--- src/rtl/ring_node_pkg.sv ---
package ring_node_pkg;
  typedef enum logic [1:0] {
    PK_EMPTY = 2'b00,
    PK_CMD   = 2'b01,
    PK_RES   = 2'b10,
    PK_BAD   = 2'b11
  } pkt_kind_t;

  typedef enum logic [1:0] {
    SLOT_PASS = 2'b00,
    SLOT_TAKE = 2'b01,
    SLOT_LOAD = 2'b10
  } slot_mode_t;
endpackage

--- src/rtl/ring_node_track.sv ---
module ring_node_track #(
  parameter int FLITS_PER_PKT  = 4,
  parameter int PKTS_PER_ROUND = 4
) (
  input  logic clk,
  input  logic rst,
  input  logic in_valid,
  input  logic hdr_ok,
  output logic accept,
  output logic locked,
  output logic is_hdr,
  output logic is_last,
  output logic round_end
);
  localparam int FP_W = (FLITS_PER_PKT > 1) ? $clog2(FLITS_PER_PKT) : 1;
  localparam int PP_W = (PKTS_PER_ROUND > 1) ? $clog2(PKTS_PER_ROUND) : 1;
  localparam logic [FP_W-1:0] FP_LAST = FP_W'(FLITS_PER_PKT - 1);
  localparam logic [PP_W-1:0] PP_LAST = PP_W'(PKTS_PER_ROUND - 1);

  logic [FP_W-1:0] flit_pos;
  logic [PP_W-1:0] pkt_pos;

  assign accept    = in_valid && (locked || hdr_ok);
  assign is_hdr    = (flit_pos == '0);
  assign is_last   = (flit_pos == FP_LAST);
  assign round_end = is_last && (pkt_pos == PP_LAST);

  always_ff @(posedge clk) begin
    if (rst) begin
      locked   <= 1'b0;
      flit_pos <= '0;
      pkt_pos  <= '0;
    end else if (accept) begin
      locked <= 1'b1;
      if (is_last) begin
        flit_pos <= '0;
        pkt_pos  <= (pkt_pos == PP_LAST) ? '0 : pkt_pos + 1'b1;
      end else begin
        flit_pos <= flit_pos + 1'b1;
      end
    end
  end

  // once the first header is seen, the node stays aligned
  assert_lock_holds_R2: assert property (@(posedge clk) disable iff (rst)
    locked |=> locked);
endmodule

--- src/rtl/ring_node_rbuf.sv ---
module ring_node_rbuf #(
  parameter int DEPTH = 4,
  parameter int WIDTH = 24
) (
  input  logic             clk,
  input  logic             rst,
  input  logic             push,
  input  logic [WIDTH-1:0] din,
  input  logic             pop,
  output logic [WIDTH-1:0] dout,
  output logic             full,
  output logic             empty
);
  localparam int PTR_W = (DEPTH > 1) ? $clog2(DEPTH) : 1;
  localparam int CNT_W = $clog2(DEPTH + 1);
  localparam logic [PTR_W-1:0] PTR_LAST = PTR_W'(DEPTH - 1);
  localparam logic [CNT_W-1:0] CNT_MAX  = CNT_W'(DEPTH);

  logic [WIDTH-1:0] mem [DEPTH];
  logic [PTR_W-1:0] wr_ptr, rd_ptr;
  logic [CNT_W-1:0] count;

  assign full  = (count == CNT_MAX);
  assign empty = (count == '0);
  assign dout  = mem[rd_ptr];

  always_ff @(posedge clk) begin
    if (push) mem[wr_ptr] <= din;
  end

  always_ff @(posedge clk) begin
    if (rst) begin
      wr_ptr <= '0;
      rd_ptr <= '0;
      count  <= '0;
    end else begin
      if (push) wr_ptr <= (wr_ptr == PTR_LAST) ? '0 : wr_ptr + 1'b1;
      if (pop)  rd_ptr <= (rd_ptr == PTR_LAST) ? '0 : rd_ptr + 1'b1;
      if (push && !pop)      count <= count + 1'b1;
      else if (pop && !push) count <= count - 1'b1;
    end
  end

  assert_no_overflow_R8: assert property (@(posedge clk) disable iff (rst)
    push |-> !full);
  assert_no_underflow_R6: assert property (@(posedge clk) disable iff (rst)
    pop |-> !empty);
endmodule

--- src/rtl/ring_node.sv ---
module ring_node
  import ring_node_pkg::*;
#(
  parameter int FLIT_W         = 8,
  parameter int PAYLOAD_FLITS  = 3,
  parameter int PKTS_PER_ROUND = 4,
  parameter int RBUF_DEPTH     = 4,
  parameter int NODE_ID        = 5
) (
  input  logic                            clk,
  input  logic                            rst,
  input  logic                            ring_in_valid,
  input  logic [FLIT_W-1:0]               ring_in_flit,
  output logic                            ring_out_valid,
  output logic [FLIT_W-1:0]               ring_out_flit,
  output logic                            cmd_valid,
  output logic [FLIT_W*PAYLOAD_FLITS-1:0] cmd_data,
  input  logic                            res_valid,
  input  logic [FLIT_W*PAYLOAD_FLITS-1:0] res_data,
  output logic                            res_ready,
  output logic                            res_full
);
  localparam int ADDR_W = FLIT_W - 2;
  localparam int PAY_W  = FLIT_W * PAYLOAD_FLITS;
  localparam int TB_W   = PAY_W - FLIT_W;
  localparam logic [ADDR_W-1:0] MY_ADDR = ADDR_W'(NODE_ID);

  pkt_kind_t        kind;
  logic [ADDR_W-1:0] addr;
  logic accept, locked, is_hdr, is_last, round_end;
  logic rb_full, rb_empty, rb_push, fill_now, take_now;
  logic [PAY_W-1:0] rb_dout;

  slot_mode_t       mode;
  logic             filled_round;
  logic [TB_W-1:0]  take_buf;
  logic [PAY_W-1:0] load_sh;

  assign kind = pkt_kind_t'(ring_in_flit[FLIT_W-1 -: 2]);
  assign addr = ring_in_flit[ADDR_W-1:0];

  ring_node_track #(
    .FLITS_PER_PKT (PAYLOAD_FLITS + 1),
    .PKTS_PER_ROUND(PKTS_PER_ROUND)
  ) i_track (
    .clk      (clk),
    .rst      (rst),
    .in_valid (ring_in_valid),
    .hdr_ok   (kind != PK_BAD),
    .accept   (accept),
    .locked   (locked),
    .is_hdr   (is_hdr),
    .is_last  (is_last),
    .round_end(round_end)
  );

  assign take_now = accept && is_hdr && (kind == PK_CMD) && (addr == MY_ADDR);
  assign fill_now = accept && is_hdr && (kind == PK_EMPTY) && !filled_round && !rb_empty;
  assign rb_push  = res_valid && !rb_full;

  ring_node_rbuf #(
    .DEPTH(RBUF_DEPTH),
    .WIDTH(PAY_W)
  ) i_rbuf (
    .clk  (clk),
    .rst  (rst),
    .push (rb_push),
    .din  (res_data),
    .pop  (fill_now),
    .dout (rb_dout),
    .full (rb_full),
    .empty(rb_empty)
  );

  assign res_ready = !rb_full;
  assign res_full  = rb_full;

  always_ff @(posedge clk) begin
    if (rst) begin
      ring_out_valid <= 1'b0;
      ring_out_flit  <= '0;
      cmd_valid      <= 1'b0;
      cmd_data       <= '0;
      mode           <= SLOT_PASS;
      filled_round   <= 1'b0;
      take_buf       <= '0;
      load_sh        <= '0;
    end else begin
      cmd_valid <= 1'b0;
      if (accept) begin
        ring_out_valid <= 1'b1;
        if (is_hdr) begin
          if (take_now) begin
            mode          <= SLOT_TAKE;
            ring_out_flit <= '0;
          end else if (fill_now) begin
            mode          <= SLOT_LOAD;
            filled_round  <= 1'b1;
            load_sh       <= rb_dout;
            ring_out_flit <= {PK_RES, MY_ADDR};
          end else begin
            mode          <= SLOT_PASS;
            ring_out_flit <= ring_in_flit;
          end
        end else begin
          case (mode)
            SLOT_TAKE: begin
              ring_out_flit <= '0;
              take_buf      <= (take_buf << FLIT_W) | TB_W'(ring_in_flit);
              if (is_last) begin
                cmd_valid <= 1'b1;
                cmd_data  <= {take_buf, ring_in_flit};
              end
            end
            SLOT_LOAD: begin
              ring_out_flit <= load_sh[PAY_W-1 -: FLIT_W];
              load_sh       <= load_sh << FLIT_W;
            end
            default: ring_out_flit <= ring_in_flit;
          endcase
        end
        if (round_end) filled_round <= 1'b0;
      end else begin
        ring_out_valid <= 1'b0;
        ring_out_flit  <= '0;
      end
    end
  end

  assert_idle_zero_R3: assert property (@(posedge clk) disable iff (rst)
    !ring_out_valid |-> (ring_out_flit == '0));
  assert_one_cycle_latency_R3: assert property (@(posedge clk) disable iff (rst)
    (locked && ring_in_valid) |=> ring_out_valid);
  assert_cmd_pulse_R4: assert property (@(posedge clk) disable iff (rst)
    cmd_valid |=> !cmd_valid);
endmodule

--- config.mk ---
export PLATFORM = sky130hd
export DESIGN_NAME = ring_node
export DESIGN_NICKNAME = d
export VERILOG_FILES = /design/src/rtl/ring_node_pkg.sv /design/src/rtl/ring_node_track.sv /design/src/rtl/ring_node_rbuf.sv /design/src/rtl/ring_node.sv
export SDC_FILE = /design/constraint.sdc
export NUM_CORES = 1
export LEC_CHECK = 0
export BUFFER_PORTS_ARGS = -buffer_cell sky130_fd_sc_hd__buf_4
export CAP_MARGIN = 20
export CORE_MARGIN = 2
export CORE_UTILIZATION = 50
export CTS_CLUSTER_DIAMETER = 200
export DETAILED_ROUTE_END_ITERATION = 6
export GPL_TIMING_DRIVEN = 0
export PLACE_DENSITY = 0.74
export SKIP_CTS_REPAIR_TIMING = 1
export SLEW_MARGIN = 20
export SYNTH_ARGS = -nofsm -noshare
export SYNTH_HDL_FRONTEND = slang
export SYNTH_SLANG_ARGS = --single-unit
--- constraint.sdc ---
create_clock -name clk -period 3.3 [get_ports clk]
set_clock_uncertainty 0.05 [all_clocks]
set_input_delay 0.495 -clock clk [delete_from_list [all_inputs] [get_ports clk]]
set_output_delay 0.495 -clock clk [all_outputs]
set_load 0.1 [all_outputs]
==> run metrics <==
first-pass GRT wire length=23.24 mm; Final Non-Filler Cells=between 800 and 900; Seq pwr share=0.484; Worst R2R Path Depth=11; worst reg2reg path startpoint=i_track.flit_pos[0]; Worst Max-Slew Pin Slew=about 700 ps; RSZ-0062 raised after global routing=false; status=complete, no violations; Hold/Removal Path Class=in2reg; Post-Synth XOR/XNOR Area=0.002358; placed cells=792; Post-synth EDFFs=96; Sw Share=0.2570; Synth Instances=539; drt wl/cell=17.63 um; Critical Path End=i_rbuf.count[2]; Post-Synth Adder-Cell Area=0.02122; R2R Setup Slk=430 ps; most common cell after layout, fill and taps aside=edfxtp_1; slew margin rel.=0.5295; 1st-pass router iterations=4; area occupied by registers=4705 um2; area added between synthesis and finish=18.38%; clk root buf=clkbuf_16; CTS buffer count=17; synth top area cells=edfxtp_1, dfxtp_1, mux4_2, mux2i_1, nor2_1; worst-skew pair later-pin latency=430 ps; Synth Warn #=0; Synth Register Bits=187; Max Cap Viol=0; GPL Wtd Cong=0.8162; Clock Power Share=0.377; Worst Setup Start Kind=flip-flop; Detailed Place HPWL=9.827 mm; clock slew at reported path FFs=~70 ps; area leader, netlist=edfxtp_1; fmax=0.3479 GHz; GR Overflow Total=0; main combinational cell family by area after synthesis=multiplexers; Synth Area in Compound Gates=0.04716; IO buf count=69; htree depth=4; required time of the critical path=3610 ps; peak supply drop=543.2 uV; core footprint=14,530 um2; area of the multi-input gates=2432 um2; cell area after layout=8793 um2; syn_nets=587; Yosys top cell area share=0.3881; antenna violations before repair=0; drt via density=5.425; minimum clock period=2874 ps; syn_area_per_cell=approximately 14 um2; Die ar.=15,850 um2; vias in the first global route=approximately 4,600; clock buffer depth=2; IO Count=72; vias post-DR=4,470; die width=125.9 um; Fin. Hold Viols=0; largest net degree at the start of global routing=25; Comb pwr share=0.138; Switch Pwr=approximately 1.4 mW; Cell Int Power=slightly above 4 mW; arrival time worst endpoint=3180 ps; Final setup viols=0; all-layer global routing usage=0.1898; Die Ht=about 130 um; # fillers=1,123; placed inst area=8182 um2; CTS tree=done; Routed Antenna Nets=0; part of the cycle the worst path needs=0.8710; Setup CP Type=reg2reg; pwr/cell area=around 630 nW/um2; FFs w/ async S/R, synth=0; Seq/Total Area, Yosys=0.6333; crit-path max FO=10; fin nets=675; fraction of synthesized area in multiplexers=0.1644; simple-gate portion of the synthesized area=0.09163; Lkg Pwr=3.512 nW; synth unique cells=39; DRC viols=0; # clock sinks=187; worst setup path startpoint=i_track.flit_pos[0]; share of cells above drive strength 1=0.2688; Worst Setup End Kind=flip-flop; most frequent cells in the layout=edfxtp_1, dfxtp_1, buf_4; TNS Setup=0 ps; max-slew violation count=0; Layout Utilization=0.6050; # diodes=0; RR Endpoint=i_rbuf.count[2]; final wirelength=roughly 15 mm; Starting Density=0.5111; dominant synthesized flop cell=edfxtp_1; DRT iter0 DRCs=265; area of the mapped netlist=7428 um2; cell row count=44
==> critical path, cell delays in order, from the launching register on <==
cell	delay [ps]
dfxtp_1	380
inv_1	60
ha_1	240
and3b_1	230
and3_1	270
clkinv_1	230
ha_1	220
inv_1	70
fa_1	430
xor2_1	170
or3_1	300
a21oi_1	140
==> layer usage <==
layer  share of wire  track usage  wire length (um)  up-vias
met4           0.014      0.07498               208        0
met2            0.50       0.3280              7308      116
li1                -            -                 -     2143
met5               0            0                 0        -
met1            0.43       0.2317              6263     2196
met3           0.051      0.04333               746       15
==> synthesized netlist by cell type (2+ instances only) <==
cell / instances
mux4_2: 24
a211oi_2: 12
inv_1: 28
nand2b_1: 8
or3_1: 7
or2_2: 2
nand2_1: 26
edfxtp_1: 96
a211oi_1: 7
mux2_2: 16
o21ai_0: 5
buf_6: 3
nand3_1: 11
nor4_1: 16
and3_1: 5
dfxtp_1: 91
buf_12: 2
nand3b_1: 3
clkbuf_1: 19
a21oi_1: 17
mux2i_1: 50
xor2_1: 2
a41oi_1: 2
buf_1: 2
buf_2: 7
ha_1: 11
nor2_1: 55
==> how the worst min path moves through the flow <==
| stage | start | endpoint | depth (start not counted) |
|---|---|---|---|
| 2_1_floorplan | i_track.locked | i_track.locked | 2 |
| 6_report | res_data[6] | i_rbuf.mem[3][6] | 1 |
| 3_5_place_dp | i_track.locked | i_track.locked | 2 |
| 3_3_place_gp | i_track.locked | i_track.locked | 2 |
| 5_1_grt | res_data[6] | i_rbuf.mem[1][6] | 1 |
| 4_1_cts | res_data[6] | i_rbuf.mem[1][6] | 1 |
==> cell type report <==
cell class	count	share of cell area
Tap cell	184	0.02618
Clock inverter	14	0.02077
Timing Repair Buffer	69	0.05891
Sequential cell	187	0.5350
Inverter	29	0.01238
Multi-Input combinational cell	290	0.2766
Buffer	33	0.02134
Clock buffer	18	0.04880
==> state kept, by name, indices dropped and copies added (netlist names), 2 cells and up, named ones only <==
| register | flops |
|---|---|
| cmd_data | 24 |
| i_rbuf.count | 3 |
| i_rbuf.mem | 96 |
| i_rbuf.rd_ptr | 2 |
| i_rbuf.wr_ptr | 2 |
| i_track.flit_pos | 2 |
| i_track.pkt_pos | 2 |
| load_sh | 24 |
| mode | 2 |
| ring_out_flit | 8 |
| take_buf | 16 |
==> power groups by stage <==
stage          combinational [mW]  sequential, mW  clock, mW
2_1_floorplan               0.525            2.77          0
6_report                    0.771            2.70       2.10
4_1_cts                     0.780            2.70       2.13
3_5_place_dp                0.773            2.75          0
3_3_place_gp                0.749            2.74          0
5_1_grt                     0.836            2.71       2.22
==> cells by family after synthesis <==
family,after synthesis
buffers and inverters,62
and+or+nand+nor,140
muxes,90
AOI/OAI and AO/OA,46
adders and majority gates,12
DFF,187
xor gates and xnor gates,2
==> metrics by stage <==
step / power [mW] / hold slack (ps) / setup slack [ps]
floorplan: 3.293 / 377.8 / 173.1
global placement: 3.485 / 393.4 / 496.0
detailed placement: 3.522 / 405.1 / 430.3
CTS: 5.612 / 197.9 / 447.7
global route: 5.767 / 199.3 / 314.3
finish: 5.573 / 207.9 / 425.7
Power figures use the tool's default switching activity.
